[src/rtl/fsync_pkg.sv]
package fsync_pkg;
   typedef enum logic {
      MODE_TOLERANT = 1'b0,
      MODE_STRICT   = 1'b1
   } srch_mode_e;
endpackage

[src/rtl/fsync_pattern_reg.sv]
module fsync_pattern_reg #(
   parameter int                    BYTE_W        = 8,
   parameter int                    NBYTES        = 2,
   parameter logic [NBYTES*BYTE_W-1:0] RESET_PATTERN = '0
) (
   input  logic                     clk,
   input  logic                     rst_n,
   input  logic                     load_en,
   input  logic [NBYTES*BYTE_W-1:0] bytes_flat,
   output logic [NBYTES*BYTE_W-1:0] pattern
);
   localparam int PAT_W = NBYTES * BYTE_W;

   // Byte k of the buffer feeds the k-th slice counted from the earliest-bit end.
   for (genvar k = 0; k < NBYTES; k++) begin : g_byte
      localparam int HI = PAT_W - 1 - k * BYTE_W;
      always_ff @(posedge clk or negedge rst_n) begin
         if (!rst_n)
            pattern[HI -: BYTE_W] <= RESET_PATTERN[HI -: BYTE_W];
         else if (load_en)
            pattern[HI -: BYTE_W] <= bytes_flat[HI -: BYTE_W];
      end
   end
endmodule

[src/rtl/fsync_window.sv]
module fsync_window #(
   parameter int PAT_W = 16
) (
   input  logic             clk,
   input  logic             rst_n,
   input  logic             shift_en,
   input  logic             bit_in,
   input  logic             restart,
   output logic [PAT_W-1:0] window,
   output logic [PAT_W-1:0] next_window,
   output logic             ready_next
);
   localparam int CNT_W = $clog2(PAT_W + 1);
   localparam logic [CNT_W-1:0] FULL_M1 = CNT_W'(PAT_W - 1);

   logic [CNT_W-1:0] fill_cnt;

   assign next_window = {window[PAT_W-2:0], bit_in};
   // The incoming bit completes a full window since the last restart.
   assign ready_next  = (fill_cnt >= FULL_M1);

   always_ff @(posedge clk or negedge rst_n) begin
      if (!rst_n)
         window <= '0;
      else if (shift_en)
         window <= next_window;
   end

   always_ff @(posedge clk or negedge rst_n) begin
      if (!rst_n)
         fill_cnt <= '0;
      else if (restart)
         fill_cnt <= '0;
      else if (shift_en && (fill_cnt != CNT_W'(PAT_W)))
         fill_cnt <= fill_cnt + 1'b1;
   end
endmodule

[src/rtl/fsync_compare.sv]
module fsync_compare #(
   parameter int PAT_W   = 16,
   parameter int MAX_ERR = 1
) (
   input  logic [PAT_W-1:0] cand,
   input  logic [PAT_W-1:0] pattern,
   output logic             zero_diff,
   output logic             within_lim
);
   localparam int CNT_W = $clog2(PAT_W + 1);

   logic [PAT_W-1:0] diff;
   assign diff      = cand ^ pattern;
   assign zero_diff = (diff == '0);

   if (MAX_ERR == 0) begin : g_exact
      assign within_lim = zero_diff;
   end else begin : g_popcnt
      logic [CNT_W-1:0] n_diff;
      always_comb begin
         n_diff = '0;
         for (int i = 0; i < PAT_W; i++)
            n_diff = n_diff + CNT_W'(diff[i]);
      end
      assign within_lim = (n_diff <= CNT_W'(MAX_ERR));
   end
endmodule

[src/rtl/fsync_detect.sv]
module fsync_detect
   import fsync_pkg::*;
#(
   parameter int          BYTE_W        = 8,
   parameter int          NBYTES        = 2,
   parameter int          MAX_ERR       = 1,
   parameter logic [15:0] RESET_PATTERN = 16'h0000
) (
   input  logic              clk,
   input  logic              rst_n,
   input  logic              bit_valid,
   input  logic              bit_in,
   input  logic              load_req,
   input  logic [BYTE_W-1:0] byte0,
   input  logic [BYTE_W-1:0] byte1,
   input  logic              buf_wr,
   input  logic              irq_ack,
   input  logic              search_req,
   input  logic              search_strict,
   output logic              searching,
   output logic              sync_found,
   output logic              buf_free,
   output logic              irq,
   output logic              load_err
);
   localparam int PAT_W = NBYTES * BYTE_W;

   if (NBYTES != 2) begin : g_bad_nbytes
      $error("fsync_detect: the word is taken from exactly two buffer bytes");
   end
   if (PAT_W != 16) begin : g_bad_width
      $error("fsync_detect: the sync word must be 16 bits");
   end
   if (MAX_ERR < 0 || MAX_ERR >= PAT_W) begin : g_bad_err
      $error("fsync_detect: MAX_ERR out of range");
   end

   logic [PAT_W-1:0] pattern, window, next_window;
   logic             ready_next, zero_diff, within_lim;
   logic             load_ok, hit;
   srch_mode_e       mode;

   assign load_ok = load_req && !searching;

   fsync_pattern_reg #(
      .BYTE_W(BYTE_W), .NBYTES(NBYTES), .RESET_PATTERN(RESET_PATTERN)
   ) u_pat (
      .clk(clk), .rst_n(rst_n), .load_en(load_ok),
      .bytes_flat({byte0, byte1}), .pattern(pattern)
   );

   fsync_window #(.PAT_W(PAT_W)) u_win (
      .clk(clk), .rst_n(rst_n), .shift_en(bit_valid), .bit_in(bit_in),
      .restart(search_req), .window(window), .next_window(next_window),
      .ready_next(ready_next)
   );

   fsync_compare #(.PAT_W(PAT_W), .MAX_ERR(MAX_ERR)) u_cmp (
      .cand(next_window), .pattern(pattern),
      .zero_diff(zero_diff), .within_lim(within_lim)
   );

   assign hit = searching && bit_valid && ready_next &&
                ((mode == MODE_STRICT) ? zero_diff : within_lim);

   always_ff @(posedge clk or negedge rst_n) begin
      if (!rst_n) begin
         searching  <= 1'b0;
         sync_found <= 1'b0;
         mode       <= MODE_TOLERANT;
      end else begin
         sync_found <= 1'b0;
         if (search_req) begin
            searching <= 1'b1;
            mode      <= srch_mode_e'(search_strict);
         end else if (hit) begin
            searching  <= 1'b0;
            sync_found <= 1'b1;
         end
      end
   end

   always_ff @(posedge clk or negedge rst_n) begin
      if (!rst_n) begin
         buf_free <= 1'b1;
         irq      <= 1'b0;
         load_err <= 1'b0;
      end else begin
         if (load_ok)     buf_free <= 1'b1;
         else if (buf_wr) buf_free <= 1'b0;
         if (load_ok)      irq <= 1'b1;
         else if (irq_ack) irq <= 1'b0;
         if (load_req && searching) load_err <= 1'b1;
      end
   end

   a_r2_load_stores_word: assert property (@(posedge clk) disable iff (!rst_n)
      (load_req && !searching) |=> (pattern == $past({byte0, byte1})));
   a_r3_load_raises_flags: assert property (@(posedge clk) disable iff (!rst_n)
      (load_req && !searching) |=> (buf_free && irq));
   a_r4_load_no_search: assert property (@(posedge clk) disable iff (!rst_n)
      (load_req && !searching && !search_req) |=> !searching);
   a_r5_within_limit: assert property (@(posedge clk) disable iff (!rst_n)
      sync_found |-> $past(within_lim));
   a_r6_strict_exact: assert property (@(posedge clk) disable iff (!rst_n)
      (searching && mode == MODE_STRICT && !search_req && !zero_diff) |=> !sync_found);
   a_r7_full_window: assert property (@(posedge clk) disable iff (!rst_n)
      sync_found |-> $past(ready_next));
   a_r8_found_ends_search: assert property (@(posedge clk) disable iff (!rst_n)
      sync_found |-> !searching);
   a_r8_single_pulse: assert property (@(posedge clk) disable iff (!rst_n)
      sync_found |=> !sync_found);
   a_r9_busy_load_ignored: assert property (@(posedge clk) disable iff (!rst_n)
      (load_req && searching) |=> (load_err && $stable(pattern)));
   a_r10_needs_strobe: assert property (@(posedge clk) disable iff (!rst_n)
      (!bit_valid && !search_req) |=> !sync_found);
endmodule

[config.mk]
export PLATFORM = sky130hd
export DESIGN_NAME = fsync_detect
export DESIGN_NICKNAME = d
export VERILOG_FILES = /design/src/rtl/fsync_pkg.sv /design/src/rtl/fsync_pattern_reg.sv /design/src/rtl/fsync_window.sv /design/src/rtl/fsync_compare.sv /design/src/rtl/fsync_detect.sv
export SDC_FILE = /design/constraint.sdc
export NUM_CORES = 1
export LEC_CHECK = 0
export ABC_AREA = 1
export ABC_CLOCK_PERIOD_IN_PS = 6000
export BUFFER_PORTS_ARGS = -buffer_cell sky130_fd_sc_hd__buf_2
export CAP_MARGIN = 10
export CORE_ASPECT_RATIO = 1.5
export CORE_UTILIZATION = 57
export DETAILED_ROUTE_END_ITERATION = 8
export MAX_ROUTING_LAYER = met4
export PLACE_DENSITY = 0.79
export SLEW_MARGIN = 25
export SYNTH_ARGS = -nofsm -noshare
export SYNTH_HDL_FRONTEND = slang
export SYNTH_SLANG_ARGS = --single-unit
[constraint.sdc]
create_clock -name clk -period 6 [get_ports clk]
set_clock_uncertainty 0.15 [all_clocks]
set_input_delay 0.6 -clock clk [delete_from_list [all_inputs] [get_ports clk]]
set_output_delay 0.6 -clock clk [all_outputs]
set_load 0.05 [all_outputs]
# ---- After elaboration in Yosys (flattened, before gate mapping)
# Index checks and enable logic that the tools add are counted.
dict set report word_totals {
  in_bits 25
  rom_bits 0
  mem_bits_rw 0
  memories 0
  latch_bits 0
  out_inout_bits 5
  register_bits 42
  wordCells 53
}
dict set report classes {
  muxes 11
  eq_ne 1
  n_div 0
  multipliers 0
  n_bitwise 1
  addsub 16
  shift 0
  n_lt_le_gt_ge 2
  reduce_logical 12
}
# operator n
set op_table {}
lappend op_table {{$add 5x1->5} 14}
lappend op_table {{$logic_not 16->1} 1}
lappend op_table {{$xor 16x16->16} 1}
lappend op_table {{$mux 5} 2}
lappend op_table {{$mux 1} 9}
lappend op_table {{$reduce_bool 2->1} 4}
lappend op_table {{$logic_and 1x1->1} 6}
lappend op_table {{$add 5x1->5 const B} 1}
lappend op_table {{$ge 5x4->1 const B} 1}
lappend op_table {{$le 5x1->1 const B} 1}
lappend op_table {{$ne 5x5->1 const B} 1}
lappend op_table {{$add 1x1->2} 1}
lappend op_table {{$logic_not 1->1} 1}

# ---- Longest topological paths before layout
dict set report depth {
  depth_word 21
  depth_mapped 16
  mapped_depth_nobuf 16
}

# ---- Hierarchy
# From an unflattened synthesis, not the netlist that was laid out.
dict set report unflattened {
  cells_unflattened 331
  area_unflattened_um2 2626.3
}
# module seq_area_each_um2 cells_per_inst area_per_inst_um2 instances
set by_module_without_submodules {}
lappend by_module_without_submodules {fsync_window 525.5 123 1052.3 1}
lappend by_module_without_submodules {fsync_compare 0.0 113 685.7 1}
lappend by_module_without_submodules {fsync_pattern_reg 400.4 68 644.4 1}
lappend by_module_without_submodules {fsync_detect 151.4 27 244.0 1}

# ---- Worst setup path after synthesis
# Ideal clock, no wire load.
dict set report synth_path {
  path_kind {input to register}
  startpoint {in bit_in}
  endpoint {reg searching}
  arrival_time_ns 4.617
  slack_ns 1.110
  setup_time_ns 0.124
  t_required_ns 5.726
  path_buffers 0
  stages 14
  cell_sequence {xor2_1 > inv_1 > ha_1 > fa_1 > fa_1 > fa_1 > inv_1 > fa_1 > fa_1 > fa_1 > nor3b_1 > nand3_1 > a21oi_1 > a21oi_1}
}
dict set report synth_via {
  elab_chain_cells 20
  word_cells_on_any_way 21
  cone_classes {add/sub (15); order compare (1); mux (1); bitwise (1); reduce/logical (3)}
}
# element line_no
set synth_lines {}
lappend synth_lines {{start, declared} fsync_detect.sv:12} ;# input logic bit_in,
lappend synth_lines {{$xor 16x16->16 *} fsync_compare.sv:13} ;# assign diff = cand ^ pattern;
lappend synth_lines {{$add 1x1->2} fsync_compare.sv:23} ;# n_diff = n_diff + CNT_W'(diff[i]);
lappend synth_lines {{$add 5x1->5 (14 in series)} fsync_compare.sv:23}
lappend synth_lines {{$le 5x1->1} fsync_compare.sv:25} ;# assign within_lim = (n_diff <= CNT_W'(MAX_ERR));
lappend synth_lines {{$mux 1 *} fsync_detect.sv:64} ;# ((mode == MODE_STRICT) ? zero_diff : within_lim);
lappend synth_lines {{$logic_and 1x1->1 *} fsync_detect.sv:63} ;# assign hit = searching && bit_valid && ready_next &&
lappend synth_lines {{$reduce_bool 2->1 (no source line) *} --}
lappend synth_lines {{end signal, assigned} fsync_detect.sv:68} ;# searching <= 1'b0;
lappend synth_lines {{end signal, assigned} fsync_detect.sv:74} ;# searching <= 1'b1;
lappend synth_lines {{end signal, assigned} fsync_detect.sv:77} ;# searching <= 1'b0;
lappend synth_lines {{end, declared} fsync_detect.sv:20} ;# output logic searching,
# Mark *: on every way between the ends. The rest lies on a longest branch, timed or not.
# A chain may end at the register's enable or synchronous reset.

# ---- Worst setup path after layout
dict set report layout_path {
  startpoint {reg u_pat.pattern[0]}
  endpoint {reg sync_found}
}
dict set report layout_via {
  elab_chain_cells 21
  word_cells_on_any_way 22
  cone_classes {add/sub (15); order compare (1); mux (3); bitwise (1); reduce/logical (2)}
}
# element line_no
set layout_lines {}
lappend layout_lines {{start, declared} fsync_pattern_reg.sv:10} ;# output logic [NBYTES*BYTE_W-1:0] pattern
lappend layout_lines {{start signal, assigned by index} fsync_pattern_reg.sv:19} ;# pattern[HI -: BYTE_W] <= RESET_PATTERN[HI -: BYTE_W];
lappend layout_lines {{start signal, assigned by index} fsync_pattern_reg.sv:21} ;# pattern[HI -: BYTE_W] <= bytes_flat[HI -: BYTE_W];
lappend layout_lines {{$xor 16x16->16 *} fsync_compare.sv:13}
lappend layout_lines {{$add 1x1->2} fsync_compare.sv:23}
lappend layout_lines {{$add 5x1->5 (14 in series)} fsync_compare.sv:23}
lappend layout_lines {{$le 5x1->1} fsync_compare.sv:25}
lappend layout_lines {{$mux 1 *} fsync_detect.sv:64}
lappend layout_lines {{$logic_and 1x1->1 *} fsync_detect.sv:63}
lappend layout_lines {{$mux 1 *} fsync_detect.sv:76} ;# end else if (hit) begin
lappend layout_lines {{$mux 1 *} fsync_detect.sv:73} ;# if (search_req) begin
lappend layout_lines {{end signal, assigned} fsync_detect.sv:69} ;# sync_found <= 1'b0;
lappend layout_lines {{end signal, assigned} fsync_detect.sv:72} ;# sync_found <= 1'b0;
lappend layout_lines {{end signal, assigned} fsync_detect.sv:78} ;# sync_found <= 1'b1;
lappend layout_lines {{end, declared} fsync_detect.sv:21} ;# output logic sync_found,
# Marks and branches as above.

==> results_dict.tcl <==
set metrics [dict create \
    clkSinkCount 42 \
    grt_usage_pct 24.11 \
    post-route-period-util_pct 81.20 \
    postPlaceCellArea_um2 2499 \
    drc 0 \
    critPathKind "reg -> reg" \
    fillerInstances 320 \
    wl_um 4116 \
    grt_pass1_vias 1737 \
    slew_headroom_pct 39.85 \
    synthCells 260 \
    dieArea_um2 4343 \
    final_cells 338 \
    fmax_mhz 205.3 \
    ys_ff_latch 42 \
    diodes 0 \
    postCtsHoldBufs 0 \
    insertion_delay_ps 300 \
    dr.pass1.iters 4 \
    ant_nets 0 \
    drv_cap 0 \
    crit_top_cell "fa_1" \
    ys_seq_area_share_pct 45.26 \
    endpoint_kind "register" \
    core_um2 3924 \
    grt_overflow 0 \
    dp_hpwl_um 3065 \
    synth.cell_area_um2 2325 \
    clk_pin_slew_ps 80 \
    crit_required_ps 6090 \
    critical_path.max_fanout 2 \
    status "finished, final reports clean" \
    finalHoldViolCount 0 \
    nets 337 \
    fin_area_um2 2636 \
    chipHeight_um 80.22 \
    pin_count 30 \
    gp_congestion 0.7875 \
    yosysUniqueCellTypes 28 \
    critical_path.max_stage_delay_ps 540 \
    post_cts_buffers 0 \
    tns_ps 0 \
    root_buffer "clkbuf_8" \
    antenna_found_initial 0 \
    crit_slowest_cell "fa_1" \
    synth-warning-count 0 \
    fin_ws_ps 1128 \
    cts_max_path_buffers 2 \
    rsz0062_at_grt "no" \
    dieWidth_um 54.15 \
    setup_viol 0 \
    synth_area_leaders "dfrtp_1, inv_1, fa_1" \
    routedWlPerCell_um 12.18 \
    dr.first_iter.drc_count 43 \
    yosysTopAreaCell "dfrtp_1" \
    finalMaxSlewViolations 0 \
    tightest_slew_ps 902.3 \
    viasPerCell 5.059 \
    pre_cts_ws_ps 801.9 \
    cts_tree "yes" \
    grt_max_degree 43 \
    hold_path.class "in -> async" \
    htreeDepth 2 \
    dp_cells 330 \
    start_util_pct 59.25 \
    syn_nets 305 \
    area_growth_syn_to_layout_pct 13.40 \
    period_minus_slack_ps 4872 \
    start_kind "register" \
    rows 28 \
    grt_first_pass_wirelength_um 7245 \
    syn_avg_cell_area_um2 8.941 \
    cts_resized 0 \
    cp_cell_sequence "xor2_1 > inv_1 > ha_1 > fa_1 > fa_1 > fa_1 > inv_1 > fa_1 > fa_1 > fa_1 > nor3b_1 > nand3_1 > a21oi_1 > and2_1" \
    numCtsBuffers 5 \
    port_buffers 29 \
    synth_top_area_share_pct 44.13 \
    vias 1710 \
    layout-drive-gt1-share_pct 18.09 \
    worstPathArrival_ps 4960 \
]
[logic make-up (layout without fill, tap and decap cells)]
family	Yosys count	in the layout	share of synthesized area (%)
flip-flops	42	42	45.26
XOR/XNOR	8	8	3.014
adder cells (fa/ha/maj)	20	20	13.99
multiplexers	8	8	3.875
AND/OR/NAND/NOR	86	86	15.55
AO/OA/AOI/OAI	36	36	8.073
buffers and inverters	60	93	10.23
[final timing paths]
kind	cells after the start	slack (ps)	startpoint	to
max in group asynchronous	1	4860	rst_n	u_pat.pattern[13]
hold / removal	1	260	rst_n	u_pat.pattern[4]
setup / recovery	14	1130	u_pat.pattern[0]	sync_found
hold reg to reg	1	310	load_err	load_err
min in group clk	2	290	buf_wr	buf_free
setup reg to reg	14	1130	u_pat.pattern[0]	sync_found
[stage by stage]
stage               utilization [%]  hold slack [ps]
floorplan                         -            154.4
global placement              63.68            288.6
detailed placement            63.68            297.8
CTS                           67.19            292.9
global route                  67.19            305.0
finish                        67.19            264.4
[state kept, by name, indices dropped and copies added, names as in the netlist]
name	cells
sync_found	1
u_pat.pattern	16
buf_free	1
irq	1
u_win.fill_cnt	5
searching	1
load_err	1
u_win.window	15
mode	1
[layout make-up]
| class | count | area, um2 | area share [%] |
|---|---|---|---|
| Timing Repair Buffer | 29 | 145.1 | 5.505 |
| Tap cell | 45 | 56.30 | 2.136 |
| Clock inverter | 3 | 68.82 | 2.610 |
| Multi-Input combinational cell | 158 | 1035 | 39.25 |
| Inverter | 56 | 210.2 | 7.973 |
| Sequential cell | 42 | 1052 | 39.91 |
| Clock buffer | 5 | 68.82 | 2.610 |
[critical path: cells and delay by family (launching register included)]
family	cells	cell delay, ps
and+or+nand+nor	3	450
adders and majority gates	7	3350
AOI/OAI and AO/OA	1	150
DFF	1	390
buffers and inverters	2	110
xor gates and xnor gates	1	200
[cells in the mapped netlist, drive strengths merged]
cell type  instances
nand2             55
or2                1
buf                3
dfstp              1
clkbuf             1
a21oi             11
and2               1
nor2              20
xor2               1
nor3b              1
nand3              7
mux2               8
fa                10
o21ai             22
ha                10
xnor2              7
inv               56
dfrtp             41
nor3               1
o211ai             2
a21o               1
[placed cells by master, fill, tap and decap left out, types with 5 or more instances in the layout]
cell and instances:
a21oi_1 11, buf_2 29, clkbuf_8 5, dfrtp_1 41, fa_1 10, ha_1 10, inv_1 54, mux2_2 7
nand2_1 52, nand3_1 7, nor2_1 19, o21ai_0 22, xnor2_1 7
[layer usage]
metal / global-route usage, % / wire, um / vias up
li1: - / - / 851
met1: 27.03 / 1741 / 819
met2: 39.76 / 2163 / 31
met3: 4.735 / 118 / 9
met4: 11.54 / 92 / 0
met5: - / 0 / -
Power is left out: the tool's default activity adds up to more than one toggle a clock period on the data nets, which glitch-free logic cannot reach.
